`src/rtl/dram_seq_pkg.sv`:
```
package dram_seq_pkg;
  typedef enum logic [2:0] {
    ST_IDLE = 3'd0,
    ST_TP   = 3'd1,
    ST_TR   = 3'd2,
    ST_TC1  = 3'd3,
    ST_TC2  = 3'd4
  } seq_st_e;
endpackage

```
`src/rtl/dram_seq_fsm.sv`:
```
module dram_seq_fsm
  import dram_seq_pkg::*;
(
  input  logic    clk_i,
  input  logic    rst_ni,
  input  logic    req_i,
  output seq_st_e st_o,
  output logic    accept_o,
  output logic    done_o
);
  seq_st_e st_q, st_d;

  assign accept_o = (st_q == ST_IDLE) && req_i;

  always_comb begin
    case (st_q)
      ST_IDLE: st_d = accept_o ? ST_TP : ST_IDLE;
      ST_TP:   st_d = ST_TR;
      ST_TR:   st_d = ST_TC1;
      ST_TC1:  st_d = ST_TC2;
      default: st_d = ST_IDLE;
    endcase
  end

  always_ff @(posedge clk_i or negedge rst_ni) begin
    if (!rst_ni) begin
      st_q   <= ST_IDLE;
      done_o <= 1'b0;
    end else begin
      st_q   <= st_d;
      done_o <= (st_q == ST_TC2);
    end
  end

  assign st_o = st_q;

  AST_TP_AFTER_ACCEPT: assert property (@(posedge clk_i) disable iff (!rst_ni)
    accept_o |=> (st_q == ST_TP));
  AST_DONE_ONE_CLK: assert property (@(posedge clk_i) disable iff (!rst_ni)
    done_o |=> !done_o);
  AST_NO_ACCEPT_BUSY: assert property (@(posedge clk_i) disable iff (!rst_ni)
    (st_q != ST_IDLE) |-> !accept_o);
endmodule

```
`src/rtl/dram_seq_addr_mux.sv`:
```
module dram_seq_addr_mux
  import dram_seq_pkg::*;
#(
  parameter int ADDR_W = 19,
  parameter int COL_W  = 9,
  localparam int ROW_W = ADDR_W - COL_W,
  localparam int MA_W  = (ROW_W > COL_W) ? ROW_W : COL_W
) (
  input  seq_st_e           st_i,
  input  logic [ADDR_W-1:0] addr_i,
  output logic [MA_W-1:0]   ma_o
);
  logic [ROW_W-1:0] row;
  logic [COL_W-1:0] col;

  assign row = addr_i[ADDR_W-1:COL_W];
  assign col = addr_i[COL_W-1:0];

  always_comb begin
    case (st_i)
      ST_TR:         ma_o = MA_W'(row);
      ST_TC1, ST_TC2: ma_o = MA_W'(col);
      default:       ma_o = '0;
    endcase
  end
endmodule

```
`src/rtl/dram_seq_strobe.sv`:
```
module dram_seq_strobe
  import dram_seq_pkg::*;
#(
  parameter int LANES = 2
) (
  input  logic             clk_i,
  input  logic             rst_ni,
  input  seq_st_e          st_i,
  input  logic             wr_i,
  input  logic [LANES-1:0] be_i,
  output logic             ras_no,
  output logic [LANES-1:0] cas_no,
  output logic             we_no,
  output logic             oe_no,
  output logic             bs_no,
  output logic             dq_oe_o
);
  logic col_ph;

  assign col_ph  = (st_i == ST_TC1) || (st_i == ST_TC2);
  assign bs_no   = !(st_i == ST_TP);
  assign ras_no  = !((st_i == ST_TR) || col_ph);
  assign we_no   = !(col_ph && wr_i);
  assign oe_no   = !(col_ph && !wr_i);
  assign dq_oe_o = col_ph && wr_i;

  for (genvar g = 0; g < LANES; g++) begin : g_lane
    assign cas_no[g] = !((st_i == ST_TC2) && be_i[g]);
  end

  AST_CAS_UNDER_RAS: assert property (@(posedge clk_i) disable iff (!rst_ni)
    (cas_no != '1) |-> !ras_no);
  AST_OE_WE_EXCL: assert property (@(posedge clk_i) disable iff (!rst_ni)
    !(!oe_no && !we_no));
  AST_RAS_HOLD: assert property (@(posedge clk_i) disable iff (!rst_ni)
    $fell(ras_no) |=> !ras_no);
  AST_BS_SHORT: assert property (@(posedge clk_i) disable iff (!rst_ni)
    !bs_no |=> bs_no);
endmodule

```
`src/rtl/dram_seq.sv`:
```
module dram_seq
  import dram_seq_pkg::*;
#(
  parameter int ADDR_W = 19,
  parameter int COL_W  = 9,
  parameter int DATA_W = 16,
  localparam int ROW_W = ADDR_W - COL_W,
  localparam int MA_W  = (ROW_W > COL_W) ? ROW_W : COL_W
) (
  input  logic              clk_i,
  input  logic              rst_ni,
  input  logic              req_i,
  input  logic [ADDR_W-1:0] req_addr_i,
  input  logic              req_wr_i,
  input  logic [1:0]        req_be_i,
  input  logic [DATA_W-1:0] req_wdata_i,
  output logic              ready_o,
  output logic              done_o,
  output logic [DATA_W-1:0] rdata_o,
  output logic [MA_W-1:0]   ma_o,
  output logic              ras_no,
  output logic              ucas_no,
  output logic              lcas_no,
  output logic              we_no,
  output logic              oe_no,
  output logic              bs_no,
  output logic [DATA_W-1:0] dq_o,
  output logic              dq_oe_o,
  input  logic [DATA_W-1:0] dq_i
);
  localparam int LANES = 2;

  seq_st_e           st;
  logic              accept;
  logic [ADDR_W-1:0] addr_q;
  logic              wr_q;
  logic [LANES-1:0]  be_q;
  logic [DATA_W-1:0] wdata_q, rdata_q;
  logic [LANES-1:0]  cas_n;

  dram_seq_fsm u_fsm (
    .clk_i, .rst_ni, .req_i,
    .st_o(st), .accept_o(accept), .done_o(done_o)
  );

  always_ff @(posedge clk_i or negedge rst_ni) begin
    if (!rst_ni) begin
      addr_q  <= '0;
      wr_q    <= 1'b0;
      be_q    <= '0;
      wdata_q <= '0;
    end else if (accept) begin
      addr_q  <= req_addr_i;
      wr_q    <= req_wr_i;
      be_q    <= req_be_i;
      wdata_q <= req_wdata_i;
    end
  end

  // sample read data at the edge closing the second column clock
  always_ff @(posedge clk_i or negedge rst_ni) begin
    if (!rst_ni) rdata_q <= '0;
    else if (st == ST_TC2 && !wr_q) rdata_q <= dq_i;
  end

  dram_seq_addr_mux #(.ADDR_W(ADDR_W), .COL_W(COL_W)) u_mux (
    .st_i(st), .addr_i(addr_q), .ma_o(ma_o)
  );

  dram_seq_strobe #(.LANES(LANES)) u_strb (
    .clk_i, .rst_ni, .st_i(st), .wr_i(wr_q), .be_i(be_q),
    .ras_no(ras_no), .cas_no(cas_n), .we_no(we_no), .oe_no(oe_no),
    .bs_no(bs_no), .dq_oe_o(dq_oe_o)
  );

  assign ucas_no = cas_n[1];
  assign lcas_no = cas_n[0];
  assign ready_o = (st == ST_IDLE);
  assign rdata_o = rdata_q;
  assign dq_o    = dq_oe_o ? wdata_q : '0;

  AST_RDATA_KEEP: assert property (@(posedge clk_i) disable iff (!rst_ni)
    (st != ST_TC2) |=> $stable(rdata_q));
  AST_ADDR_HELD: assert property (@(posedge clk_i) disable iff (!rst_ni)
    (!ready_o && st != ST_TP) |-> $stable(addr_q));
endmodule

```
`config.mk`:
```
export PLATFORM = sky130hd
export DESIGN_NAME = dram_seq
export DESIGN_NICKNAME = d
export VERILOG_FILES = /design/src/rtl/dram_seq_pkg.sv /design/src/rtl/dram_seq_fsm.sv /design/src/rtl/dram_seq_addr_mux.sv /design/src/rtl/dram_seq_strobe.sv /design/src/rtl/dram_seq.sv
export SDC_FILE = /design/constraint.sdc
export NUM_CORES = 1
export LEC_CHECK = 0
export BUFFER_PORTS_ARGS = -buffer_cell sky130_fd_sc_hd__buf_2
export CORE_MARGIN = 1.5
export CORE_UTILIZATION = 40
export CTS_CLUSTER_SIZE = 8
export DETAILED_ROUTE_END_ITERATION = 10
export GPL_TIMING_DRIVEN = 1
export PLACE_DENSITY = 0.66
export RECOVER_POWER = 100
export REMOVE_ABC_BUFFERS = 1
export SETUP_SLACK_MARGIN = 0.2
export SLEW_MARGIN = 20
export SYNTH_ARGS = -nofsm -noshare
export SYNTH_HDL_FRONTEND = slang
export SYNTH_HIERARCHICAL = 1
export SYNTH_SLANG_ARGS = --single-unit
```
`constraint.sdc`:
```
create_clock -name clk_i -period 2.2 [get_ports clk_i]
set_clock_uncertainty 0.05 [all_clocks]
set_input_delay 0.44 -clock clk_i [delete_from_list [all_inputs] [get_ports clk_i]]
set_output_delay 0.44 -clock clk_i [all_outputs]
set_load 0.03 [all_outputs]
```
==> reports/metrics.cfg <==
[outcome]
status = complete, no violations

[global_routing]
antenna_found_initial = 0
track_usage_pct = 16.96
grt_max_degree = 59
gr-total-overflow = 0
grt_pass1_vias = 1904
grt_pass1_wl_um = 9287

[timing]
fmax_mhz = 471.9
fin_ws_ns = 0.08096
finalCritPeriodShare_pct = 96.32
period_minus_slack_ns = 2.119
hold_viol = 0
setup_violations = 0
rsz0062_at_grt = yes
fin_tns_setup_ns = 0
relSlewSlack_pct = 6.059
hold_slack_ns = 0.2956
worst_pin_slew_ns = 1.409
drv_slew = 0

[logic_synthesis]
netlist_area_mm2 = 0.002557
post_synth_num_cell_types = 24
ys_seq_area_share_pct = 56.75
synth_seq_cells = 58
async_reset_ff_share_pct = 100.0
synth.mux.area_fraction_pct = 27.30
yosysWarnings = 6
synth_compound_area_share_pct = 4.061
synth_xor_area_share_pct = 0.3425
synth-simple-area-share_pct = 9.442
synth_top_family_by_area = multiplexers
syn_inst = 177
syn-mean-instance-area_um2 = 14.45
synth_edf_count = 0
yosys_most_used_dff = dfrtp_1
synth_fa_ha_area_share_pct = 0

[worst_setup_path]
worst-setup-path-type = flop to output port
endpoint_kind = output port
reg2reg_depth = 5
reg2reg_from = u_fsm/st_o[1]
r2r_slack_ns = 0.12
critical_path_peak_fanout = 9
rr_endpoint = rdata_o[15]
cp.arrival_ns = 1.63
startpoint = u_fsm/st_o[1]
startpoint_type = flop
required_ns = 1.71

[clock_network]
cts_hold_buf = 0
clock_latency_ns = 0.32
cts-buffers-inserted = 9
cts_root_buf = clkbuf_8
clock-sinks = 58
clkSlewWorstSetupHoldPaths_ns = 0.07
h-tree-depth = 3
clockBufferDepth = 2
cts_tree = yes

[job]
drv_cap = 0

[final_layout]
final_core_util_pct = 58.57
fin_cells = 386
final_cell_area_mm2 = 0.003550
diodes = 0
nets = 364
final_layout_size_suffix_gt1_share_pct = 59.49
syn_to_final_growth_pct = 38.80

[min_path]
hold_depth = 2
hold_end = wdata_q[14]
hp-class = input port to flop
min_from = req_wdata_i[14]

[floorplan]
initial_core_util_pct = 42.20
dieArea_mm2 = 0.006882
io_pins = 108
die_width_um = 82.96
die_h_um = 82.96
core_area_mm2 = 0.006061
rows = 28

[placed_design]
gp_congestion = 0.7553
dpl.cell_count = 360
dpl.hpwl_um = 3885
placed_area_mm2 = 0.003236
port-buffer-count = 107
place_ws_ns = 0.09389

[detailed_routing]
drtAntennaViolNets = 0
wl_per_cell_um = 14.88
vias_per_cell = 4.920
drt_iter0_drc = 30
vias = 1899
wl_um = 5744
drcViolationCount = 0
firstDrtPassIters = 3

[power_and_ir_drop]
p_sw_share_pct = 40.32
pwr-share-clk_pct = 16.4
vdd_drop_max_mv = 0.7892
internal-power_mw = 3.402
p_total_mw = 5.700
powerDensity_mw_per_mm2 = 1606
pwr-share-comb_pct = 49.9
sequentialPowerShare_pct = 33.7
power_leakage_nw = 1.662
switchingPower_mw = 2.299

==> cells in the mapped netlist, types with 2 or more instances <==
master | count | area [µm²]
dfrtp_1 | 58 | 1451
mux2_2 | 54 | 608.1
and2_1 | 16 | 100.1
mux2i_1 | 9 | 90.09
o2bb2ai_1 | 9 | 78.83
buf_2 | 4 | 20.02
nand2_1 | 3 | 11.26
nor2_1 | 3 | 11.26
buf_6 | 2 | 22.52
clkbuf_1 | 2 | 7.510
nor3_1 | 2 | 10.01
nor3b_1 | 2 | 15.01
nor3b_4 | 2 | 37.54
==> registers in the layout, summed over array words and instances (netlist names) <==
name	flops
wr_q	1
be_q	2
u_fsm/done_o	1
rdata_o	16
wdata_q	16
u_fsm/st_o	3
addr_q	19
==> worst max path at each step <==
stage                      endpoint
final                       ma_o[2]
after global routing        ma_o[5]
after CTS                   ma_o[4]
after detailed placement    dq_o[4]
after global placement      dq_o[4]
after floorplan           addr_q[0]
==> power groups by stage <==
| stage | combinational [mW] | clock (mW) | sequential, mW |
|---|---|---|---|
| 4_1_cts | 2.93 | 0.965 | 1.93 |
| 3_3_place_gp | 2.60 | 0 | 1.93 |
| 6_report | 2.84 | 0.934 | 1.92 |
| 5_1_grt | 3.04 | 1.02 | 2.00 |
| 3_5_place_dp | 2.63 | 0 | 1.96 |
| 2_1_floorplan | 1.57 | 0 | 2.23 |
==> what timing repair did <==
action / 4_1_cts / 5_1_grt
gates cloned: 1 / 0
pin swaps: 4 / 1
buffers inserted: 8 / 2
setup endpoints to repair: 28 / 52
resized for setup: 41 / 13
==> cell families (layout without fill, tap and decap cells) <==
family	count (synthesis)	in the layout
and+or+nand+nor	33	33
muxes	63	63
buffers and inverters	9	142
xor gates and xnor gates	1	1
DFF	58	58
AOI/OAI and AO/OA	13	14
==> area by class of cell <==
type / count / area (µm²)
flip-flops and latches: 58 / 1454
inverters: 1 / 3.754
fillers: 542 / 2511
clock inverters: 3 / 40.04
multi-input cells: 111 / 1097
clock buffers: 12 / 145.1
repair buffers: 126 / 715.7
well taps: 75 / 93.84
==> layout by cell type, fill, tap and decap left out, types with 3 or more instances in the layout <==
master,n
clkbuf_4,3
clkbuf_2,11
mux2i_1,9
buf_6,6
buf_2,62
mux2_2,54
and2_0,3
clkbuf_1,24
nand2_1,3
and2_1,9
o2bb2ai_1,9
dfrtp_1,56
buf_4,21
nor2_1,3
clkbuf_8,10
and2_4,4
==> routing by layer <==
metal  GRT usage, %  up-vias  routed length [µm]
met5              0        -                   0
met4          7.273        0                 120
met3          4.771       12                 258
met2          27.79       53                2951
met1          20.98      939                2415
li1               -      895                   -
==> worst max-delay path: stages, from the launching register on <==
cell and delay [ns]:
dfrtp_1 0.44, buf_4 0.18, nor3b_4 0.21, buf_12 0.16
o2bb2ai_1 0.11, buf_2 0.21
Note: power is estimated with default switching activity, not from simulation.
